[src/rtl/gpio_cio_pkg.sv]
package gpio_cio_pkg;

  typedef enum logic [1:0] {
    REG_PORT = 2'd0,
    REG_DIR  = 2'd1,
    REG_PULL = 2'd2,
    REG_ICTL = 2'd3
  } reg_addr_e;

  localparam int PULL_OFF_BIT  = 0;
  localparam int ICTL_EN_BIT   = 0;
  localparam int ICTL_FLAG_BIT = 1;

endpackage

[src/rtl/gpio_cio_sync.sv]
module gpio_cio_sync #(
  parameter int WIDTH  = 8,
  parameter int STAGES = 2
) (
  input  logic             clk,
  input  logic             rst_n,
  input  logic [WIDTH-1:0] d,
  output logic [WIDTH-1:0] q
);

  logic [WIDTH-1:0] stg_q [STAGES];

  for (genvar s = 0; s < STAGES; s++) begin : g_stage
    if (s == 0) begin : g_first
      always_ff @(posedge clk or negedge rst_n) begin
        if (!rst_n) stg_q[s] <= '0;
        else        stg_q[s] <= d;
      end
    end else begin : g_next
      always_ff @(posedge clk or negedge rst_n) begin
        if (!rst_n) stg_q[s] <= '0;
        else        stg_q[s] <= stg_q[s-1];
      end
    end
  end

  assign q = stg_q[STAGES-1];

endmodule

[src/rtl/gpio_cio_regs.sv]
module gpio_cio_regs
  import gpio_cio_pkg::*;
#(
  parameter int WIDTH = 8,
  localparam int BW   = $clog2(WIDTH)
) (
  input  logic             clk,
  input  logic             rst_n,
  input  logic             bus_rd,
  input  logic             bus_wr,
  input  logic             bus_bit,
  input  logic [BW-1:0]    bus_bsel,
  input  logic             bus_bval,
  input  logic [1:0]       bus_addr,
  input  logic [WIDTH-1:0] bus_wdata,
  output logic [WIDTH-1:0] bus_rdata,
  input  logic [WIDTH-1:0] pins_s,
  input  logic             flag,
  output logic [WIDTH-1:0] dir_q,
  output logic [WIDTH-1:0] lat_q,
  output logic             pull_off_q,
  output logic             ien_q,
  output logic             port_access,
  output logic             flag_clr
);

  reg_addr_e        addr;
  logic [WIDTH-1:0] rd_val;
  logic [WIDTH-1:0] wval;
  logic [WIDTH-1:0] dir_d;
  logic [WIDTH-1:0] lat_d;
  logic             pull_off_d;
  logic             ien_d;

  assign addr = reg_addr_e'(bus_addr);

  always_comb begin
    rd_val = '0;
    case (addr)
      REG_PORT: rd_val = pins_s;
      REG_DIR:  rd_val = dir_q;
      REG_PULL: rd_val[PULL_OFF_BIT] = pull_off_q;
      REG_ICTL: begin
        rd_val[ICTL_EN_BIT]   = ien_q;
        rd_val[ICTL_FLAG_BIT] = flag;
      end
      default:  rd_val = '0;
    endcase
  end

  assign bus_rdata = rd_val;

  always_comb begin
    wval = bus_wdata;
    if (bus_bit) begin
      wval           = rd_val;
      wval[bus_bsel] = bus_bval;
    end
  end

  assign port_access = (bus_rd || bus_wr) && (addr == REG_PORT);
  assign flag_clr    = bus_wr && (addr == REG_ICTL) && !wval[ICTL_FLAG_BIT];

  always_comb begin
    dir_d      = dir_q;
    lat_d      = lat_q;
    pull_off_d = pull_off_q;
    ien_d      = ien_q;
    if (bus_wr) begin
      case (addr)
        REG_PORT: lat_d      = wval;
        REG_DIR:  dir_d      = wval;
        REG_PULL: pull_off_d = wval[PULL_OFF_BIT];
        REG_ICTL: ien_d      = wval[ICTL_EN_BIT];
        default:  ;
      endcase
    end
  end

  always_ff @(posedge clk or negedge rst_n) begin
    if (!rst_n) begin
      dir_q      <= '1;
      lat_q      <= '0;
      pull_off_q <= 1'b1;
      ien_q      <= 1'b0;
    end else begin
      dir_q      <= dir_d;
      lat_q      <= lat_d;
      pull_off_q <= pull_off_d;
      ien_q      <= ien_d;
    end
  end


  port_wr_chk: assert property (@(posedge clk) disable iff (!rst_n)
    (bus_wr && !bus_bit && bus_addr == REG_PORT) |=> lat_q == $past(bus_wdata));


  dir_wr_chk: assert property (@(posedge clk) disable iff (!rst_n)
    (bus_wr && !bus_bit && bus_addr == REG_DIR) |=> dir_q == $past(bus_wdata));


  bit_wr_chk: assert property (@(posedge clk) disable iff (!rst_n)
    (bus_wr && bus_bit && bus_addr == REG_PORT) |=> lat_q[$past(bus_bsel)] == $past(bus_bval));

endmodule

[src/rtl/gpio_cio_chg.sv]
module gpio_cio_chg #(
  parameter int WIDTH  = 8,
  parameter int CHG_LO = 4,
  localparam int NCHG  = WIDTH - CHG_LO
) (
  input  logic             clk,
  input  logic             rst_n,
  input  logic [WIDTH-1:0] pins_s,
  input  logic [WIDTH-1:0] dir,
  input  logic             port_access,
  input  logic             flag_clr,
  output logic             flag
);

  logic [NCHG-1:0] snap_q;
  logic [NCHG-1:0] snap_d;
  logic [NCHG-1:0] diff;
  logic            mism;
  logic            flag_q;
  logic            flag_d;

  assign diff = (pins_s[WIDTH-1:CHG_LO] ^ snap_q) & dir[WIDTH-1:CHG_LO];
  assign mism = (|diff) && !port_access;

  always_comb begin
    snap_d = snap_q;
    if (port_access) snap_d = pins_s[WIDTH-1:CHG_LO];
    flag_d = mism | (flag_q & ~flag_clr);
  end

  always_ff @(posedge clk or negedge rst_n) begin
    if (!rst_n) begin
      snap_q <= '0;
      flag_q <= 1'b0;
    end else begin
      snap_q <= snap_d;
      flag_q <= flag_d;
    end
  end

  assign flag = flag_q;


  flag_set_chk: assert property (@(posedge clk) disable iff (!rst_n)
    mism |=> flag_q);


  flag_fall_chk: assert property (@(posedge clk) disable iff (!rst_n)
    $fell(flag_q) |-> $past(flag_clr));


  access_quiet_chk: assert property (@(posedge clk) disable iff (!rst_n)
    (port_access && !flag_q) |=> !flag_q);

endmodule

[src/rtl/gpio_cio_port.sv]
module gpio_cio_port
  import gpio_cio_pkg::*;
#(
  parameter int WIDTH       = 8,
  parameter int CHG_LO      = 4,
  parameter int SYNC_STAGES = 2,
  localparam int BW         = $clog2(WIDTH)
) (
  input  logic             clk,
  input  logic             rst_n,
  input  logic             bus_rd,
  input  logic             bus_wr,
  input  logic             bus_bit,
  input  logic [BW-1:0]    bus_bsel,
  input  logic             bus_bval,
  input  logic [1:0]       bus_addr,
  input  logic [WIDTH-1:0] bus_wdata,
  output logic [WIDTH-1:0] bus_rdata,
  input  logic [WIDTH-1:0] pin_in,
  output logic [WIDTH-1:0] pin_oe,
  output logic [WIDTH-1:0] pin_out,
  output logic [WIDTH-1:0] pin_pu,
  output logic             irq_o,
  output logic             wake_o
);

  logic [1:0]       rst_sync_q;
  logic             rst_ni;
  logic [WIDTH-1:0] pins_s;
  logic [WIDTH-1:0] dir_q;
  logic [WIDTH-1:0] lat_q;
  logic             pull_off_q;
  logic             ien_q;
  logic             port_access;
  logic             flag_clr;
  logic             flag;

  always_ff @(posedge clk or negedge rst_n) begin
    if (!rst_n) rst_sync_q <= 2'b00;
    else        rst_sync_q <= {rst_sync_q[0], 1'b1};
  end
  assign rst_ni = rst_sync_q[1];

  gpio_cio_sync #(.WIDTH(WIDTH), .STAGES(SYNC_STAGES)) u_sync (
    .clk   (clk),
    .rst_n (rst_ni),
    .d     (pin_in),
    .q     (pins_s)
  );

  gpio_cio_regs #(.WIDTH(WIDTH)) u_regs (
    .clk         (clk),
    .rst_n       (rst_ni),
    .bus_rd      (bus_rd),
    .bus_wr      (bus_wr),
    .bus_bit     (bus_bit),
    .bus_bsel    (bus_bsel),
    .bus_bval    (bus_bval),
    .bus_addr    (bus_addr),
    .bus_wdata   (bus_wdata),
    .bus_rdata   (bus_rdata),
    .pins_s      (pins_s),
    .flag        (flag),
    .dir_q       (dir_q),
    .lat_q       (lat_q),
    .pull_off_q  (pull_off_q),
    .ien_q       (ien_q),
    .port_access (port_access),
    .flag_clr    (flag_clr)
  );

  gpio_cio_chg #(.WIDTH(WIDTH), .CHG_LO(CHG_LO)) u_chg (
    .clk         (clk),
    .rst_n       (rst_ni),
    .pins_s      (pins_s),
    .dir         (dir_q),
    .port_access (port_access),
    .flag_clr    (flag_clr),
    .flag        (flag)
  );

  for (genvar i = 0; i < WIDTH; i++) begin : g_pin
    assign pin_oe[i] = ~dir_q[i];
    assign pin_pu[i] = dir_q[i] & ~pull_off_q;
  end

  assign pin_out = lat_q;
  assign irq_o   = flag & ien_q;
  assign wake_o  = flag;


  irq_gate_chk: assert property (@(posedge clk) disable iff (!rst_ni)
    irq_o |-> (wake_o && bus_rdata == bus_rdata));

endmodule

[config.mk]
export PLATFORM = sky130hd
export DESIGN_NAME = gpio_cio_port
export DESIGN_NICKNAME = d
export VERILOG_FILES = /design/src/rtl/gpio_cio_pkg.sv /design/src/rtl/gpio_cio_sync.sv /design/src/rtl/gpio_cio_regs.sv /design/src/rtl/gpio_cio_chg.sv /design/src/rtl/gpio_cio_port.sv
export SDC_FILE = /design/constraint.sdc
export NUM_CORES = 1
export LEC_CHECK = 0
export BUFFER_PORTS_ARGS = -buffer_cell sky130_fd_sc_hd__buf_2
export CORE_UTILIZATION = 49
export CTS_BUF_LIST = sky130_fd_sc_hd__clkbuf_16
export DETAILED_ROUTE_END_ITERATION = 6
export HOLD_SLACK_MARGIN = 0.15
export PLACE_DENSITY = 0.83
export SYNTH_ARGS = -nofsm -noshare
export SYNTH_HDL_FRONTEND = slang
export SYNTH_SLANG_ARGS = --single-unit
[constraint.sdc]
create_clock -name clk -period 1.89 [get_ports clk]
set_clock_uncertainty 0.2 [all_clocks]
set_input_delay 0.378 -clock clk [delete_from_list [all_inputs] [get_ports clk]]
set_output_delay 0.378 -clock clk [all_outputs]
set_load 0.01 [all_outputs]
==> results of run 1 <==
## state kept, by name (all words and copies together), names as in the netlist
signal / flops
u_regs.dir_q: 8
u_sync.stg_q: 8
u_chg.flag: 1
u_sync.q: 8
u_regs.ien_q: 1
u_regs.pull_off_q: 1
rst_sync_q: 2
u_chg.snap_q: 4
u_regs.lat_q: 8
## metal layers
layer  up-vias  global-route usage (%)
met3         7                    5.29
met1       727                    29.3
met4         0                    8.72
li1        754                       -
met5         -                       0
met2        68                    41.8
## metrics by stage
step | utilization (%) | TNS, ns | worst slack [ns] | hold WS (ns) | power (mW)
finish | 73.0 | 0 | 0.0132 | 0.151 | 2.43
global route | 73.0 | -0.0522 | -0.0321 | 0.160 | 2.56
CTS | 72.1 | -0.00197 | -0.00197 | 0.151 | 2.42
detailed placement | 63.3 | 0 | 0.0787 | -0.0672 | 1.60
global placement | 63.3 | 0 | 0.0865 | -0.0762 | 1.58
floorplan | - | 0 | 0.253 | -0.118 | 1.39
## layout make-up
cell class / instances / area, um^2
fill: 259 / 928
sequential: 41 / 1040
clock inverter: 3 / 13.8
clock buffer: 5 / 125
inverter: 14 / 52.6
multi-input combinational: 108 / 676
tap: 46 / 57.6
timing repair buffer: 86 / 552
## report_power, final
part	total (mW)	leakage, nW	internal (mW)	switching, mW
clock	0.783	0.0748	0.478	0.305
combinational	0.568	0.663	0.270	0.297
sequential	1.08	0.476	1.01	0.0678
total	2.43	1.21	1.76	0.670
## cells in the mapped netlist, types with 3 or more instances
cell       n  area (um^2)
o21ai_1   18         90.1
a31oi_1    5         31.3
mux2_2     4         45.0
dfrtp_1   32          801
buf_2      3         15.0
dfstp_2    9          236
o22ai_1    7         43.8
nand2_1   20         75.1
nor2_1    16         60.1
mux2i_1    6         60.1
nand3b_1   5         37.5
inv_1     14         52.6
## cell families after synthesis
| logic type | after synthesis | synth area share [%] |
|---|---|---|
| flops | 41 | 57.5 |
| other cells | 1 | 0.208 |
| xor+xnor | 4 | 1.94 |
| mux | 12 | 7.91 |
| compound gates | 39 | 13.7 |
| buf+inv | 21 | 5.20 |
| simple gates | 52 | 13.6 |
## worst max-delay path by stage
| stage | start | to | slack [ns] |
|---|---|---|---|
| CTS | u_regs.ien_q | bus_rdata[0] | -0.002 |
| finish | u_regs.ien_q | bus_rdata[0] | 0.01 |
| global placement | bus_addr[0] | bus_rdata[0] | 0.09 |
| floorplan | u_chg.flag | u_regs.lat_q[1] | 0.25 |
| global route | u_regs.dir_q[5] | bus_rdata[5] | -0.03 |
| detailed placement | bus_addr[0] | bus_rdata[0] | 0.08 |
## what timing repair did
action,4_1_cts,5_1_grt
endpoints found under the hold margin,20,0
pin swaps,0,3
resized for setup,0,2
buffers inserted,2,3
setup endpoints to repair,2,5
hold buffers,15,0
## placed cells by master, fill, tap and decap left out, types with 2 or more instances in the layout
cell type / count
a31oi_2: 2
or3b_1: 2
nor2_1: 15
dlygate4sd3_1: 15
dfstp_2: 9
mux2_2: 4
buf_2: 59
nand2_1: 20
buf_4: 10
inv_1: 15
o21ai_1: 18
a31oi_1: 5
o22ai_1: 7
clkbuf_16: 5
xnor2_1: 2
nor2b_1: 2
mux2i_1: 6
nand3_1: 2
xor2_1: 2
nand3b_1: 5
dfrtp_1: 32
clkinv_2: 2
==> summary.md, run 1 <==
| Metric | Value |
|---|---|
| Unrepaired setup endpoints after global routing | `true` |
| CP delay by family, top | `multiplexers` |
| Initial cell density of the core | `52.4%` |
| CP peak stage delay | `0.50 ns` |
| Cells after DPL | `between 200 and 300` |
| Ys async rst share | `100%` |
| First-pass GRT wire length | `7200 um` |
| Total Routed Length | `4260 um` |
| Min-delay worst type | `reg2reg` |
| Lkg Pwr | `1.21 nW` |
| Reg2reg setup slack | `0.16 ns` |
| Reg2Reg Launch Point | `u_regs.ien_q` |
| DRC | `0` |
| Post-Syn Nets | `197` |
| Number of global-route vias before repair | `1573` |
| CP cell instances | `mux4_2 -> buf_6` |
| Core area | `3440 um^2` |
| Max-cap violation count | `0` |
| RD Place Congestion | `0.894` |
| Syn-to-layout area delta | `39.3%` |
| Clk sinks | `41` |
| Non-filler cells, final | `around 300` |
| Pwr dens | `965 nW/um^2` |
| CTS root buf | `clkbuf_16` |
| Critical Path RT | `1.31 ns` |
| Final Cell Area | `2510 um^2` |
| Hold Path Sink | `u_sync.q[4]` |
| Pin count of the biggest net entering global routing | `34` |
| Worst-case reg-to-reg path depth | `4` |
| Routed wl met3 | `between 200 and 250 um` |
| Metal2 WL | `2170 um` |
| Final setup viols | `0` |
| Routed vias/inst | `roughly 5` |
| # H-tree levels | `2` |
| Io pins | `61` |
| Status | `finished clean` |
| Minimum clock period | `1.88 ns` |
| Clk Latency, worst-skew pair | `0.28 ns` |
| Register area share after synthesis | `between 50% and 60%` |
| EDFF count, synth | `0` |
| Initial antenna violation count | `0` |
| Mapped cell area | `~1800 um^2` |
| Layout cells sized above 1 | `37.4%` |
| Max Freq | `533 MHz` |
| Synth unique cells | `37` |
| Avg WL per Cell | `14.1 um` |
| Critical path buffers and inverters | `1` |
| Die area | `3930 um^2` |
| Total track usage | `roughly a quarter` |
| Final HPWL DP | `2970 um` |
| CTS Buf Count | `5` |
| Crit share post-route | `99.3%` |
| CP Depth | `2` |
| Syn Area/Cell | `10.6 um^2` |
| CTS tree | `built` |
| 1st-pass router iterations | `4` |
| Vias | `1556` |
| Worst R2R End | `u_regs.lat_q[0]` |
| Slew Limit Fails | `0` |
| Gate Count Post-Synth | `170` |
| Commonest register cell after synthesis | `dfrtp_1` |
| Hold Crit Depth | `0` |
| Gr ovfl total | `0` |
| #FFs+latches synth | `41` |
| Worst-path fanout max | `3` |
| Synth Warn # | `0` |
| Crit path launch type | `flop` |
| Peak supply drop | `between 0.0007 and 0.0008 V` |
| Worst-path clk slew | `0.06 ns` |
| Slowest cell on crit path | `mux4_2` |
| Area post-placement | `2180 um^2` |
| Hold path start | `u_sync.stg_q[12]` |
| Port Buffers | `60` |
| DR top layer | `met4` |
| Post-layout nets | `~280` |
| Rows | `21` |
| Ant. Diodes | `0` |
| Fin. Hold Viols | `0` |
| Die width | `about 63 um` |
| Worst EP arrival | `1.30 ns` |
| 1st-iter DRT viols | `107` |
| CP endpoint kind | `output pin` |
| WL met1 | `about 1800 um` |
| Routed Antenna Nets | `0` |
| Crit path kind | `reg2out` |
| Die Y | `roughly 63 um` |
| Longest Clk Path Bufs | `2` |
No activity file was read; power rests on OpenSTA's default activity.
==> inputs of run 2 (changes only) <==
--- a/config.mk
+++ b/config.mk
@@ -11,6 +11,7 @@
 export DETAILED_ROUTE_END_ITERATION = 6
 export HOLD_SLACK_MARGIN = 0.15
 export PLACE_DENSITY = 0.83
+export SKIP_LAST_GASP = 1
 export SYNTH_ARGS = -nofsm -noshare
 export SYNTH_HDL_FRONTEND = slang
 export SYNTH_SLANG_ARGS = --single-unit
==> constraint.sdc (replaced) <==
create_clock -name clk -period 1.9 [get_ports clk]
set_clock_uncertainty 0.2 [all_clocks]
set_input_delay 0.38 -clock clk [delete_from_list [all_inputs] [get_ports clk]]
set_output_delay 0.38 -clock clk [all_outputs]
set_load 0.01 [all_outputs]
==> run 2 against run 1 <==
  * Clock power fell by 2%
  * Largest power group unchanged
  * Sequential cell count is the same
  * Sequential share of layout area is 0.061 points lower
  * Critical path type unchanged
  * Wire length is 4.9% lower
  * Largest cell class unchanged
==> summary.md, run 2 (synthesis results as in run 1) <==
| Metric | Value |
|---|---|
| Status | `finished clean` |
| Pwr dens | `950 nW/um^2 (-1.5%)` |
| Max Freq | `~530 MHz` |
| CTS tree | `built` |
| Die area | `3930 um^2 (unchanged)` |
| Die Y | `62.7 um (unchanged)` |
| Avg WL per Cell | `13.3 um (-5.2%)` |
| Critical Path RT | `1.32 ns (about the same)` |
| Peak supply drop | `0.000654 V (-10%)` |
| Post-layout nets | `284 (+0.35%)` |
| Gr ovfl total | `0 (unchanged)` |
| Lkg Pwr | `1.22 nW (+0.17%)` |
| 1st-iter DRT viols | `88 (-18%)` |
| CP delay by family, top | `flip-flops` |
| Commonest cells after routing, fill and taps aside | `buf_2, dfrtp_1, nand2_1, o21ai_1, dlygate4sd3_1` |
| Reg2reg setup slack | `0.20 ns (+0.04 ns)` |
| Clk Latency, worst-skew pair | `0.28 ns (about the same)` |
| CP endpoint kind | `output pin` |
| CTS Buf Count | `5 (unchanged)` |
| Initial cell density of the core | `52.4% (unchanged)` |
| 1st-pass router iterations | `4 (unchanged)` |
| Max-cap violation count | `0 (unchanged)` |
| Critical path buffers and inverters | `1 (unchanged)` |
| Min-delay worst type | `reg2reg` |
| DRC | `0 (unchanged)` |
| Crit path kind | `reg2out` |
| Layout cells sized above 1 | `36.4% (-0.92 points)` |
| CP peak stage delay | `0.38 ns (-0.12 ns)` |
| Core area | `3440 um^2 (unchanged)` |
| Clk sinks | `41 (unchanged)` |
| Commonest non-fill, non-tap cell in the layout | `buf_2` |
| Number of global-route vias before repair | `1501 (-4.6%)` |
| Design Power | `2.39 mW (-1.4%)` |
| Routed Antenna Nets | `0 (unchanged)` |
| Post-cts sizing count | `0 (unchanged)` |
| Routed vias/inst | `5.15 (+0.25%)` |
| First-pass GRT wire length | `6880 um (-4.4%)` |
| Worst-path fanout max | `3 (unchanged)` |
| Final HPWL DP | `2930 um (-1.1%)` |
| Rows | `21 (unchanged)` |
| Worst EP arrival | `1.29 ns (about the same)` |
| Crit share post-route | `a little over nine tenths` |
| RD Place Congestion | `0.875 (-2.1%)` |
| Slowest cell on crit path | `dfstp_2` |
| Vias | `1565 (+0.58%)` |
| Total track usage | `23.4% (-0.72 points)` |
| Minimum clock period | `1.87 ns` |
| Initial antenna violation count | `0 (unchanged)` |
| Slew Limit Fails | `0 (unchanged)` |
| Longest Clk Path Bufs | `2 (unchanged)` |
| Fin. Hold Viols | `0 (unchanged)` |
| Port Buffers | `60 (unchanged)` |
| Syn-to-layout area delta | `39.5%` |
| Core Util, Final | `73.1% (+0.11 points)` |
| # H-tree levels | `2 (unchanged)` |
| Post-route setup slack | `0.0307 ns (+0.0176 ns)` |
| Die width | `62.7 um (unchanged)` |
| CP cell instances | `mux2_4 -> a22o_1 -> buf_2` |
| Worst-path clk slew | `0.05 ns (about the same)` |
| Io pins | `61 (unchanged)` |
| Final setup viols | `0 (unchanged)` |
| Post-Place Setup Slack | `0.0794 ns (+0.000689 ns)` |
| Crit path launch type | `flop` |
| Ant. Diodes | `0 (unchanged)` |
| Total Routed Length | `4050 um (-4.9%)` |
| Pin count of the biggest net entering global routing | `34 (unchanged)` |
| CTS root buf | `clkbuf_16` |
## run 2: cell types whose count changed in the layout (fill, tap and decap cells not counted)
| cell | delta |
|---|---|
| buf_2 | +1 |
| buf_4 | -1 |
| buf_6 | -1 |
| dlygate4sd3_1 | +2 |
| nor2_1 | +1 |
| nor2_2 | -1 |
## run 2: per-layer routing
layer  vias to the layer above  part of all wire, %  GRT usage [%]
li1                        759                    -              -
met1                       730                   41           28.3
met2                        69                   51           39.7
met3                         7                  5.9           5.29
met4                         0                  1.9           10.5
met5                         -                    0              0
## run 2: layout make-up
| class | instances | area [um^2] |
|---|---|---|
| clock buffers | 5 | 125 |
| flip-flops and latches | 41 | 1040 |
| inverters | 14 | 52.6 |
| repair buffers | 87 | 558 |
| fillers | 248 | 925 |
| clock inverters | 3 | 13.8 |
| well taps | 46 | 57.6 |
| multi-input cells | 108 | 673 |
## run 2: worst paths after layout
kind / startpoint / to / cells after the start
worst max-delay path: u_regs.dir_q[1] / bus_rdata[1] / 3
worst min-delay path: u_sync.stg_q[13] / u_sync.q[5] / 0
worst max register to register: u_regs.ien_q / u_regs.lat_q[0] / 4
worst min register to register: u_sync.stg_q[13] / u_sync.q[5] / 0
max in group asynchronous: rst_sync_q[1] / u_regs.dir_q[1] / 2
min in group asynchronous: rst_n / rst_sync_q[1] / 2
## run 2: timing repair
item                                    4_1_cts  5_1_grt
pin swaps                                     0        0
hold buffers                                 17        0
buffers inserted                              2        2
hold endpoints to repair                     22        0
endpoints found under the setup margin        2        1
## run 2: stage by stage
step           instance area, um^2  cells  hold WS (ns)  TNS [ns]
3_3_place_gp                  2180    275       -0.0766         0
2_1_floorplan                 1800    170        -0.116         0
5_1_grt                       2520    304         0.164  -0.00130
3_5_place_dp                  2180    275       -0.0749         0
4_1_cts                       2500    302         0.154  -0.00101
6_report                      2520    304         0.150         0
## run 2: power breakdown
part	total, mW	internal [mW]	switching, mW
sequential	1.07	1.00	0.0671
combinational	0.553	0.265	0.288
clock	0.769	0.475	0.294
## run 2: worst register-to-register path, delay by kind of cell, from the launching register on
kind	cells	cell delay (ns)
DFF	1	0.37
buffers and inverters	1	0.15
AOI/OAI and AO/OA	2	0.36
muxes	1	0.48
